$ cat src/rtl/pfb_pkg.sv
package pfb_pkg;

    localparam int WADDR_W = 14;
    localparam int WORD_W  = 32;
    localparam int WPL     = 2;
    localparam int LINE_W  = WORD_W * WPL;
    localparam int IDX_W   = $clog2(WPL);
    localparam int TAG_W   = WADDR_W - IDX_W;
    localparam int NENT    = 2;

    typedef logic [WADDR_W-1:0] waddr_t;
    typedef logic [TAG_W-1:0]   tag_t;
    typedef logic [WORD_W-1:0]  word_t;
    typedef logic [LINE_W-1:0]  line_t;
    typedef logic [IDX_W-1:0]   slot_t;

    typedef enum logic [1:0] {
        RK_DEMAND   = 2'd0,
        RK_PREFETCH = 2'd1,
        RK_BRANCH   = 2'd2
    } req_kind_e;

    typedef enum logic [1:0] {
        SP_NONE  = 2'd0,
        SP_PEND  = 2'd1,
        SP_QUEUE = 2'd2
    } spec_loc_e;

    typedef struct packed {
        logic      valid;
        logic      acked;
        logic      discard;
        req_kind_e kind;
        tag_t      tag;
        logic      victim;
    } pend_t;

    typedef struct packed {
        logic valid;
        tag_t tag;
    } brq_t;

    typedef struct packed {
        logic  valid;
        tag_t  tag;
        line_t data;
    } entry_t;

    function automatic tag_t line_of(waddr_t a);
        return a[WADDR_W-1:IDX_W];
    endfunction

    function automatic slot_t slot_of(waddr_t a);
        return a[IDX_W-1:0];
    endfunction

    function automatic word_t word_from(line_t l, slot_t s);
        return l[s*WORD_W +: WORD_W];
    endfunction

    function automatic pend_t mk_pend(req_kind_e k, tag_t t, logic v);
        pend_t p;
        p.valid   = 1'b1;
        p.acked   = 1'b0;
        p.discard = 1'b0;
        p.kind    = k;
        p.tag     = t;
        p.victim  = v;
        return p;
    endfunction

endpackage

$ cat src/rtl/pfb_line_store.sv
module pfb_line_store
    import pfb_pkg::*;
(
    input  logic  clk,
    input  logic  rst,
    input  tag_t  fetch_tag,
    input  tag_t  hint_tag,
    input  tag_t  next_tag,
    input  tag_t  queue_tag,
    input  logic  fill_en,
    input  logic  fill_idx,
    input  tag_t  fill_tag,
    input  line_t fill_data,
    input  logic  touch_en,
    input  logic  touch_idx,
    output logic  fetch_hit,
    output logic  fetch_idx,
    output line_t fetch_line,
    output logic  hint_hit,
    output logic  next_hit,
    output logic  queue_hit,
    output logic  lru_idx
);

    logic [NENT-1:0] m_fetch, m_hint, m_next, m_queue, v_valid;
    tag_t            v_tag  [NENT];
    line_t           v_data [NENT];

    generate
        for (genvar i = 0; i < NENT; i++) begin : g_ent
            entry_t ent_q;

            always_ff @(posedge clk) begin
                if (rst) begin
                    ent_q.valid <= 1'b0;
                end else if (fill_en && fill_idx == 1'(i)) begin
                    ent_q.valid <= 1'b1;
                    ent_q.tag   <= fill_tag;
                    ent_q.data  <= fill_data;
                end
            end

            assign v_valid[i] = ent_q.valid;
            assign v_tag[i]   = ent_q.tag;
            assign v_data[i]  = ent_q.data;
            assign m_fetch[i] = ent_q.valid && ent_q.tag == fetch_tag;
            assign m_hint[i]  = ent_q.valid && ent_q.tag == hint_tag;
            assign m_next[i]  = ent_q.valid && ent_q.tag == next_tag;
            assign m_queue[i] = ent_q.valid && ent_q.tag == queue_tag;
        end
    endgenerate

    always_comb begin
        fetch_line = '0;
        fetch_idx  = 1'b0;
        for (int i = 0; i < NENT; i++) begin
            if (m_fetch[i]) begin
                fetch_line = fetch_line | v_data[i];
                fetch_idx  = 1'(i);
            end
        end
    end

    assign fetch_hit = |m_fetch;
    assign hint_hit  = |m_hint;
    assign next_hit  = |m_next;
    assign queue_hit = |m_queue;

    always_ff @(posedge clk) begin
        if (rst)           lru_idx <= 1'b0;
        else if (fill_en)  lru_idx <= ~fill_idx;
        else if (touch_en) lru_idx <= ~touch_idx;
    end


    distinct_tags_chk: assert property (@(posedge clk) disable iff (rst)
        !(v_valid[0] && v_valid[1] && v_tag[0] == v_tag[1]));

endmodule

$ cat src/rtl/pfb_flash_ctrl.sv
module pfb_flash_ctrl
    import pfb_pkg::*;
(
    input  logic clk,
    input  logic rst,
    input  logic demand_miss,
    input  tag_t demand_tag,
    input  logic pf_want,
    input  tag_t pf_tag,
    input  logic pf_victim,
    input  logic next_hit,
    input  logic hint_miss,
    input  tag_t hint_tag,
    input  logic queue_hit,
    input  logic mispredict,
    input  logic lru_idx,
    input  logic fl_ack,
    input  logic fl_rvalid,
    output logic fl_req,
    output tag_t fl_line,
    output logic fill_en,
    output logic fill_idx,
    output tag_t fill_tag,
    output logic byp_ok,
    output tag_t byp_tag,
    output tag_t queue_tag
);

    pend_t     pend, pend_n;
    brq_t      brq, brq_n;
    spec_loc_e spec, spec_n;
    logic      idle, done, cancel, abort, brq_live;

    always_comb begin
        pend_n   = pend;
        brq_n    = brq;
        spec_n   = SP_NONE;
        cancel   = 1'b0;
        abort    = 1'b0;
        idle     = !pend.valid;
        done     = pend.valid && pend.acked && fl_rvalid;
        brq_live = brq.valid && !(mispredict && spec == SP_QUEUE);

        if (pend.valid && !pend.acked && fl_ack) pend_n.acked = 1'b1;
        if (done) pend_n.valid = 1'b0;

        if (mispredict) begin
            if (spec == SP_PEND && pend_n.valid && pend_n.kind == RK_BRANCH) begin
                if (pend_n.acked) begin
                    pend_n.discard = 1'b1;
                end else begin
                    pend_n.valid = 1'b0;
                    abort        = 1'b1;
                end
            end
            if (spec == SP_QUEUE) brq_n.valid = 1'b0;
        end

        if (hint_miss) begin
            if (pend.valid && pend.tag == hint_tag) begin
                spec_n = SP_NONE;
            end else if (idle) begin
                pend_n = mk_pend(RK_BRANCH, hint_tag, lru_idx);
                spec_n = SP_PEND;
            end else if (pend.kind == RK_PREFETCH && !pend.acked && !fl_ack) begin
                pend_n = mk_pend(RK_BRANCH, hint_tag, lru_idx);
                cancel = 1'b1;
                spec_n = SP_PEND;
            end else begin
                brq_n.valid = 1'b1;
                brq_n.tag   = hint_tag;
                spec_n      = SP_QUEUE;
            end
        end else if (idle && brq_live) begin
            brq_n.valid = 1'b0;
            if (!queue_hit) pend_n = mk_pend(RK_BRANCH, brq.tag, lru_idx);
        end else if (idle && demand_miss) begin
            pend_n = mk_pend(RK_DEMAND, demand_tag, lru_idx);
        end else if (idle && pf_want && !next_hit) begin
            pend_n = mk_pend(RK_PREFETCH, pf_tag, pf_victim);
        end
    end

    always_ff @(posedge clk) begin
        if (rst) begin
            pend.valid <= 1'b0;
            pend.acked <= 1'b0;
            brq.valid  <= 1'b0;
            spec       <= SP_NONE;
        end else begin
            pend <= pend_n;
            brq  <= brq_n;
            spec <= spec_n;
        end
    end

    assign fl_req    = pend.valid && !pend.acked;
    assign fl_line   = pend.tag;
    assign byp_ok    = done && !pend.discard;
    assign fill_en   = byp_ok;
    assign fill_idx  = pend.victim;
    assign fill_tag  = pend.tag;
    assign byp_tag   = pend.tag;
    assign queue_tag = brq.tag;


    addr_hold_chk: assert property (@(posedge clk) disable iff (rst)
        (fl_req && !fl_ack && !cancel && !abort) |=> (fl_req && $stable(fl_line)));

endmodule

$ cat src/rtl/flash_prefetch_buf.sv
module flash_prefetch_buf
    import pfb_pkg::*;
(
    input  logic                clk,
    input  logic                rst,
    input  logic                f_req,
    input  logic [WADDR_W-1:0]  f_waddr,
    output logic                f_ready,
    output logic [WORD_W-1:0]   f_rdata,
    input  logic                br_hint_valid,
    input  logic [TAG_W-1:0]    br_hint_line,
    input  logic                br_mispredict,
    output logic                fl_req,
    output logic [TAG_W-1:0]    fl_line,
    input  logic                fl_ack,
    input  logic                fl_rvalid,
    input  logic [LINE_W-1:0]   fl_rdata
);

    tag_t  fetch_tag, next_tag, byp_tag, queue_tag, fill_tag;
    slot_t fslot;
    line_t fetch_line;
    logic  fetch_hit, fetch_idx, hint_hit, next_hit, queue_hit, lru_idx;
    logic  fill_en, fill_idx, byp_ok, byp_hit, serve;
    logic  demand_miss, pf_want, hint_miss;

    assign fetch_tag   = line_of(f_waddr);
    assign fslot       = slot_of(f_waddr);
    assign next_tag    = fetch_tag + 1'b1;
    assign byp_hit     = byp_ok && byp_tag == fetch_tag;
    assign serve       = f_req && !br_mispredict && (fetch_hit || byp_hit);
    assign demand_miss = f_req && !br_mispredict && !fetch_hit && !byp_hit;
    assign pf_want     = serve && fetch_hit && fslot == slot_t'(WPL - 1);
    assign hint_miss   = br_hint_valid && !hint_hit;

    assign f_ready = serve;
    assign f_rdata = word_from(fetch_hit ? fetch_line : fl_rdata, fslot);

    pfb_line_store u_store (
        .clk        (clk),
        .rst        (rst),
        .fetch_tag  (fetch_tag),
        .hint_tag   (br_hint_line),
        .next_tag   (next_tag),
        .queue_tag  (queue_tag),
        .fill_en    (fill_en),
        .fill_idx   (fill_idx),
        .fill_tag   (fill_tag),
        .fill_data  (fl_rdata),
        .touch_en   (serve && fetch_hit),
        .touch_idx  (fetch_idx),
        .fetch_hit  (fetch_hit),
        .fetch_idx  (fetch_idx),
        .fetch_line (fetch_line),
        .hint_hit   (hint_hit),
        .next_hit   (next_hit),
        .queue_hit  (queue_hit),
        .lru_idx    (lru_idx)
    );

    pfb_flash_ctrl u_ctrl (
        .clk         (clk),
        .rst         (rst),
        .demand_miss (demand_miss),
        .demand_tag  (fetch_tag),
        .pf_want     (pf_want),
        .pf_tag      (next_tag),
        .pf_victim   (~fetch_idx),
        .next_hit    (next_hit),
        .hint_miss   (hint_miss),
        .hint_tag    (br_hint_line),
        .queue_hit   (queue_hit),
        .mispredict  (br_mispredict),
        .lru_idx     (lru_idx),
        .fl_ack      (fl_ack),
        .fl_rvalid   (fl_rvalid),
        .fl_req      (fl_req),
        .fl_line     (fl_line),
        .fill_en     (fill_en),
        .fill_idx    (fill_idx),
        .fill_tag    (fill_tag),
        .byp_ok      (byp_ok),
        .byp_tag     (byp_tag),
        .queue_tag   (queue_tag)
    );


    mispredict_idle_chk: assert property (@(posedge clk) disable iff (rst)
        br_mispredict |-> !f_ready);


    ready_needs_req_chk: assert property (@(posedge clk) disable iff (rst)
        f_ready |-> f_req);


    reset_clear_chk: assert property (@(posedge clk)
        rst |=> !fl_req);

endmodule

$ cat config.mk
export PLATFORM = sky130hd
export DESIGN_NAME = flash_prefetch_buf
export DESIGN_NICKNAME = d
export VERILOG_FILES = /design/src/rtl/pfb_pkg.sv /design/src/rtl/pfb_line_store.sv /design/src/rtl/pfb_flash_ctrl.sv /design/src/rtl/flash_prefetch_buf.sv
export SDC_FILE = /design/constraint.sdc
export NUM_CORES = 1
export LEC_CHECK = 0
export ABC_AREA = 1
export BUFFER_PORTS_ARGS = -buffer_cell sky130_fd_sc_hd__buf_4
export CORE_ASPECT_RATIO = 0.75
export CORE_MARGIN = 2
export CORE_UTILIZATION = 35
export DETAILED_ROUTE_END_ITERATION = 6
export PLACE_DENSITY = 0.59
export SYNTH_ARGS = -nofsm -noshare
export SYNTH_HDL_FRONTEND = slang
export SYNTH_SLANG_ARGS = --single-unit
export TNS_END_PERCENT = 1
$ cat constraint.sdc
create_clock -name clk -period 10.26 [get_ports clk]
set_input_delay 1.026 -clock clk [delete_from_list [all_inputs] [get_ports clk]]
set_output_delay 1.026 -clock clk [all_outputs]
set_load 0.1 [all_outputs]
==> results of run 1 <==
layout make-up:
type / instances / area [µm²] / share of cell area, %
sequential: 192 / 5690 / 45.1
clock buffer: 17 / 425 / 3.38
tap: 399 / 499 / 3.96
timing repair buffer: 154 / 1160 / 9.17
antenna: 1 / 2.50 / 0.0199
multi-input combinational: 830 / 4250 / 33.8
inverter: 95 / 357 / 2.83
clock inverter: 15 / 223 / 1.77
metal layers:
| layer | vias up | wire [µm] |
|---|---|---|
| li1 | 4341 | - |
| met1 | 4566 | 18300 |
| met2 | 445 | 15000 |
| met3 | 30 | 4230 |
| met4 | 0 | 309 |
| met5 | - | 0 |
worst max path at each step:
| stage | from | to | cells after the start |
|---|---|---|---|
| 6_report | f_waddr[3] | f_rdata[2] | 13 |
| 5_1_grt | f_waddr[3] | f_rdata[2] | 13 |
| 4_1_cts | f_waddr[3] | f_rdata[2] | 13 |
| 3_5_place_dp | f_waddr[3] | f_rdata[2] | 13 |
| 3_3_place_gp | f_waddr[3] | f_rdata[2] | 13 |
| 2_1_floorplan | fl_rvalid | u_store.g_ent[0].ent_q[0]$_DFFE_PP_ | 5 |
through the flow:
stage	util (%)	setup slack, ns	total power, W
after global placement	39.8	5.34	0.00119
after CTS	42.0	5.34	0.00191
after detailed placement	39.8	5.36	0.00119
after global routing	42.0	5.12	0.00197
final	42.0	5.28	0.00191
after floorplan	-	4.87	0.00109
state kept, by name, summed over array words and instances, names as in the netlist:
signal and cells:
u_store.g_ent.ent_q 156, u_ctrl.byp_tag 13, u_ctrl.queue_tag 13, u_ctrl.pend 5, u_ctrl.spec 2, u_ctrl.brq 1
u_ctrl.fill_idx 1, u_store.lru_idx 1
cell usage after synthesis (all sizes together):
cell type / n
or2: 5
edfxtp: 184
a22oi: 3
nand3: 185
o311ai: 1
nand4: 16
clkbuf: 23
inv: 94
nor3: 10
a21oi: 53
o211ai: 3
o21ai: 34
nor2: 93
xor2: 20
and2: 2
nand3b: 3
ha: 1
xnor2: 22
o21a: 2
nor4b: 1
a41oi: 32
nand2: 310
o2111ai: 6
clkinv: 1
nor4: 6
buf: 42
o22ai: 21
o221ai: 1
dfxtp: 8
report_power, final:
group / internal, W / switching (W) / total, W
Sequential: 0.000867 / 0.0000108 / 0.000878
Clock: 0.000344 / 0.000384 / 0.000728
Combinational: 0.0000818 / 0.000222 / 0.000304
placed cells by master (no fill, tap or decap), types with 2 or more instances in the layout:
master     count
inv_1         80
edfxtp_1     184
nor2_8         2
nand2_4        3
nor2_1        80
xor2_1        19
nand3_4        2
nor4_1         6
clkinv_8       6
a41oi_1       32
nand4_1       15
o21ai_0       21
nand3_2        2
o22ai_1       21
inv_12         3
o211ai_1       3
inv_2         14
inv_16         2
buf_4        154
clkbuf_16     17
and2_1         2
inv_6          2
nor2_4         5
xnor2_1       22
or2_2          5
dfxtp_1        8
nand2_1      301
nand2_2        6
nor3_1         9
a22oi_1        3
o21a_1         2
nand3_1      181
nor2_2         6
o21ai_1       13
nand3b_1       3
a21oi_1       52
o2111ai_1      6
worst reg2reg max path: stages, from the launching register on:
cell,delay (ns)
edfxtp_1,0.49
inv_1,0.18
nand2_1,0.11
nand2_1,0.10
nand2_1,0.16
nor2_2,0.06
buf_4,0.27
nand2_1,0.18
nand4_2,0.59
nand2_1,0.72
nor2_1,0.10
nand2_1,0.09
nand2_2,0.09
nor2_1,0.09
buf_4,0.29
cells by family (layout without fill, tap and decap cells):
family / Yosys count / count (layout) / synth area share [%]
AOI/OAI and AO/OA: 156 / 156 / 9.30
xor gates and xnor gates: 42 / 42 / 3.53
adders and majority gates: 1 / 1 / 0.118
buffers and inverters: 160 / 281 / 6.67
DFF: 192 / 192 / 53.5
other: 0 / 1 / 0
and+or+nand+nor: 631 / 631 / 26.9
==> flow_summary_export.csv, run 1 <==
group,metric,value,unit
status,outcome,"finished, violations left",
status,violations,"DRC",
synthesis,avgSynthCellArea,8.99,µm²
power,power.density,152,mW/mm²
placed_design,dp.cells,1670,
clocking,hold_buffers,0,
timing,worstMarginPinSlew,1.16,ns
synthesis,synth_top_area_share,52.0,%
cells_and_area,nNetsFinal,1389,
worst_setup_path,crit_path_max_incr_delay,0.81,ns
placed_design,dpl.hpwl,27.2,mm
drt,drtIter0Drc,1114,
worst_setup_path,reg2reg_to,"u_ctrl.byp_tag[11]$_DFFE_PP_",
hold_path,hp-class,"reg -> reg",
drt,viasPerCell,5.51,
synthesis,yosys.area.top_type,"edfxtp_1",
floorplan,die_h,155,µm
power,leakage,4.88,nW
global_routing,busiest_layer,"met1",
timing,whs,0.560,ns
global_routing,grt_max_degree,65,
worst_setup_path,r2r_cells,14,
timing,slew_headroom,22.7,%
floorplan,io_pins,145,
cells_and_area,final_cells,1703,
global_routing,grt_first_pass_wirelength,56.5,mm
floorplan,start_util,35.4,%
drt,antenna_left,0,
clocking,cts_made_buffers,17,
placed_design,placed_cell_area,0.0120,mm²
synthesis,synth.top_cells.by_area,"edfxtp_1 52%, nand2_1 11%, nand3_1 8.5%",
global_routing,grt_use_met2,32.3,%
worst_setup_path,critPathKind,"in -> out",
drt,vias,9382,
timing,finalHoldViolCount,0,
hold_path,holdPathEnd,"u_ctrl.brq[13]$_SDFF_PP0_",
drt,drc_errors,1,
worst_setup_path,startpoint_type,"input port",
clocking,ctsHtreeMaxLevel,4,
timing,maxSlewViolCount,0,
worst_setup_path,end_kind,"output port",
worst_setup_path,path_delay_family,"buffers and inverters",
clocking,cts_root_buf,"clkbuf_16",
drt,detail_route.first_pass.iterations,7,
global_routing,grt_use_met3,8.09,%
timing,rsz0062_at_grt,"no",
worst_setup_path,worstPathRequired,9.23,ns
floorplan,fp.dieArea,0.0318,mm²
worst_setup_path,critPathSlowestCell,"inv_2",
timing,clock_skew,0.0152,ns
synthesis,synth_cell_types,45,
worst_setup_path,arrival,3.95,ns
timing,fin_crit_sh,48.5,%
worst_setup_path,cp_max_fo,64,
clocking,clock_sinks,192,
worst_setup_path,crit_chain,"buf_4, inv_2, nor2_1, nor3_1, nand2_1, nor2_2, buf_4, nand2_1, nand2_1, inv_2, a21oi_1, a41oi_1, buf_4",
synthesis,ys_warn_count,0,
global_routing,grt_use_met1,37.7,%
floorplan,core_area,0.0300,mm²
cells_and_area,fillers,3003,
hold_path,hold_depth,3,
cells_and_area,syn2layout_area_growth,18.6,%
drt,wl_per_cell,22.2,µm
hold_path,hp-start,"u_ctrl.brq[13]$_SDFF_PP0_",
clocking,post_cts_resized,0,
timing,setup_viol,0,
worst_setup_path,rrSetupSlack,6.40,ns
clocking,post_cts_buffers,0,
power,ir_drop,108,µV
placed_design,globalplace.congestion,0.954,
global_routing,grt_use_total,24.1,%
synthesis,syn_inst,1182,
synthesis,synth_nets,1281,
floorplan,die_w,205,µm
synthesis,synth-seq-cells,192,
synthesis,ys_seq_area_share,53.5,%
cells_and_area,drive_gt1_share,18.0,%
drt,wirelength,37.8,mm
timing,tns,0,ns
worst_setup_path,r2r-start,"u_store.g_ent[0].ent_q[67]$_DFFE_PP_",
global_routing,grt_antenna_before_repair,0,
floorplan,rows,55,
cells_and_area,design_area,0.0126,mm²
worst_setup_path,cp_num_buf_inv,5,
timing,period_minus_slack,4.98,ns
clocking,path_clk_slew,0.08,ns
placed_design,place.port_buffers,144,
timing,max_freq,201,MHz
clocking,cts_tree,"yes",
clocking,cts_max_path_buffers,2,
global_routing,grt_overflow,0,
global_routing,grt_pass1_vias,8858,
clocking,clk_latency,0.47,ns
run,cap_viol_max_count,0,
synthesis,synth_area,0.0106,mm²
Note: power is estimated with default switching activity, not from simulation.
==> run 2, diff against run 1 <==
--- a/config.mk
+++ b/config.mk
@@ -11,7 +11,7 @@
 export CORE_MARGIN = 2
 export CORE_UTILIZATION = 35
 export DETAILED_ROUTE_END_ITERATION = 6
-export PLACE_DENSITY = 0.59
+export PLACE_DENSITY = 0.61
 export SYNTH_ARGS = -nofsm -noshare
 export SYNTH_HDL_FRONTEND = slang
 export SYNTH_SLANG_ARGS = --single-unit
==> constraint.sdc (replaced) <==
create_clock -name clk -period 4.3 [get_ports clk]
set_input_delay 0.43 -clock clk [delete_from_list [all_inputs] [get_ports clk]]
set_output_delay 0.43 -clock clk [all_outputs]
set_load 0.1 [all_outputs]
==> flow_summary_export.csv, run 2 (synthesized netlist as in run 1, its figures left out) <==
group,metric,value,unit
status,outcome,"finished, final reports clean",
worst_setup_path,critPathSlowestCell,"edfxtp_1",
power,pwr-share-clk,36.9,%
placed_design,place.port_buffers,144,
worst_setup_path,crit_chain,"inv_1, nor2_1, nor2_1, nand4_1, nor2_2, buf_4, buf_4, nand3_1, nand3_1, a21oi_1, a41oi_1, buf_4",
cells_and_area,drive_gt1_share,18.5,%
timing,max_freq,257,MHz
worst_setup_path,startpoint_type,"register",
global_routing,grt_overflow,0,
timing,whs,0.171,ns
worst_setup_path,crit_path_max_incr_delay,0.51,ns
power,switching_power,0.00142,W
timing,tns,0,ns
timing,fin_ws,0.409,ns
floorplan,rows,55,
clocking,clk_latency,0.45,ns
drt,wirelength,38.0,mm
cells_and_area,syn2layout_area_growth,19.1,%
cells_and_area,layout_commonest_cell,"nand2_1",
clocking,cts_root_buf,"clkbuf_16",
timing,period_minus_slack,3.89,ns
power,leakage,4.91,nW
global_routing,grt_use_total,24.2,%
floorplan,io_pins,145,
power,switching_share,31.6,%
hold_path,hp-class,"in -> reg",
placed_design,globalplace.congestion,1.01,
power,p_int,0.00306,W
timing,rsz0062_at_grt,"no",
drt,wl_per_cell,22.2,µm
cells_and_area,utilization,42.2,%
run,cap_viol_max_count,0,
worst_setup_path,worstPathRequired,3.87,ns
floorplan,core_area,0.0300,mm²
placed_design,dpl.hpwl,27.7,mm
worst_setup_path,arrival,3.46,ns
clocking,post_cts_resized,0,
worst_setup_path,critPathKind,"reg -> out",
drt,met1_length,17.8,mm
drt,antenna_left,0,
clocking,hold_buffers,0,
drt,dr_wl_met3,4.70,mm
global_routing,grt_first_pass_wirelength,57.1,mm
clocking,ctsHtreeMaxLevel,4,
drt,detail_route.first_pass.iterations,6,
clocking,cts_max_path_buffers,2,
power,power.density,354,mW/mm²
global_routing,grt_antenna_before_repair,1,
floorplan,die_w,205,µm
worst_setup_path,r2r_cells,10,
timing,worstMarginPinSlew,1.04,ns
clocking,cts_tree,"yes",
cells_and_area,top_register,"u_store.g_ent.ent_q",
placed_design,detailedPlace.worstSlack,0.964,ns
timing,slew_headroom,29.8,%
power,p_comb_share,16.3,%
drt,maxUsedRoutingLayer,"met4",
clocking,path_clk_slew,0.09,ns
cells_and_area,layout_common_cells,"301 x nand2_1, 184 x edfxtp_1, 181 x nand3_1",
floorplan,start_util,35.4,%
cells_and_area,largest_reg_flops,156,
floorplan,fp.dieArea,0.0318,mm²
worst_setup_path,end_kind,"output port",
power,ir_drop,243,µV
cells_and_area,nNetsFinal,1396,
global_routing,grt_max_degree,78,
clocking,clock_sinks,192,
timing,setup_viol,0,
timing,maxSlewViolCount,0,
hold_path,hold_depth,1,
clocking,post_cts_buffers,0,
global_routing,grt_pass1_vias,9024,
clocking,cts_made_buffers,17,
power,p_total,0.00448,W
timing,clock_skew,0.0147,ns
timing,fin_crit_sh,90.5,%
worst_setup_path,cp_max_fo,21,
drt,viasPerCell,5.52,
drt,drc_errors,0,
drt,drtIter0Drc,1171,
worst_setup_path,crit_top_cell,"buf_4",
power,p_seq_share,46.8,%
drt,vias,9440,
drt,wl_met2,15.2,mm
timing,finalHoldViolCount,0,
floorplan,die_h,155,µm
## run 2: cell count changes in the layout (fill, tap and decap cells not counted), sizes merged
cell | previous run | this run
buf | 154 | 161
clkinv | 7 | 9
inv | 102 | 100
## run 2: layout make-up
cell class / count / area, µm²
fill: 3005 / 17300
sequential: 192 / 5690
multi-input combinational: 830 / 4250
timing repair buffer: 161 / 1250
tap: 399 / 499
clock buffer: 17 / 425
inverter: 95 / 357
clock inverter: 15 / 186
antenna: 1 / 2.50
## run 2: power by group through the flow
stage | combinational [W] | clock [W] | sequential [W]
floorplan | 0.000483 | 0 | 0.00213
global placement | 0.000717 | 0 | 0.00214
detailed placement | 0.000716 | 0 | 0.00214
CTS | 0.000718 | 0.00169 | 0.00210
global route | 0.000769 | 0.00176 | 0.00210
finish | 0.000728 | 0.00165 | 0.00210
## run 2: final timing paths
kind                                        startpoint  slack, ns                                   to
hold / removal                             fl_rdata[2]       0.17  u_store.g_ent[1].ent_q[2]$_DFFE_PP_
setup reg to reg           u_ctrl.byp_tag[5]$_DFFE_PP_       0.90         u_ctrl.byp_tag[12]$_DFFE_PP_
setup / recovery  u_store.g_ent[0].ent_q[74]$_DFFE_PP_       0.41                          f_rdata[22]
hold reg to reg              u_ctrl.brq[13]$_SDFF_PP0_       0.57            u_ctrl.brq[13]$_SDFF_PP0_
## run 2: critical path, delay by kind of cell (launching register included)
kind                   cells  cell delay (ns)
buffers and inverters      4             1.13
AND/OR/NAND/NOR            6             0.95
flip-flops                 1             0.51
AO/OA/AOI/OAI              2             0.40
## run 2: metrics by stage
stage	area [µm²]	std cells
floorplan	10600	1182
global placement	12000	1677
detailed placement	12000	1677
CTS	12700	1709
global route	12700	1709
finish	12700	1710
## run 2: routing by layer
metal	vias up	GRT usage (%)
met3	27	7.42
met5	-	0
met4	0	4.42
met1	4527	38.1
met2	542	32.2
li1	4344	-
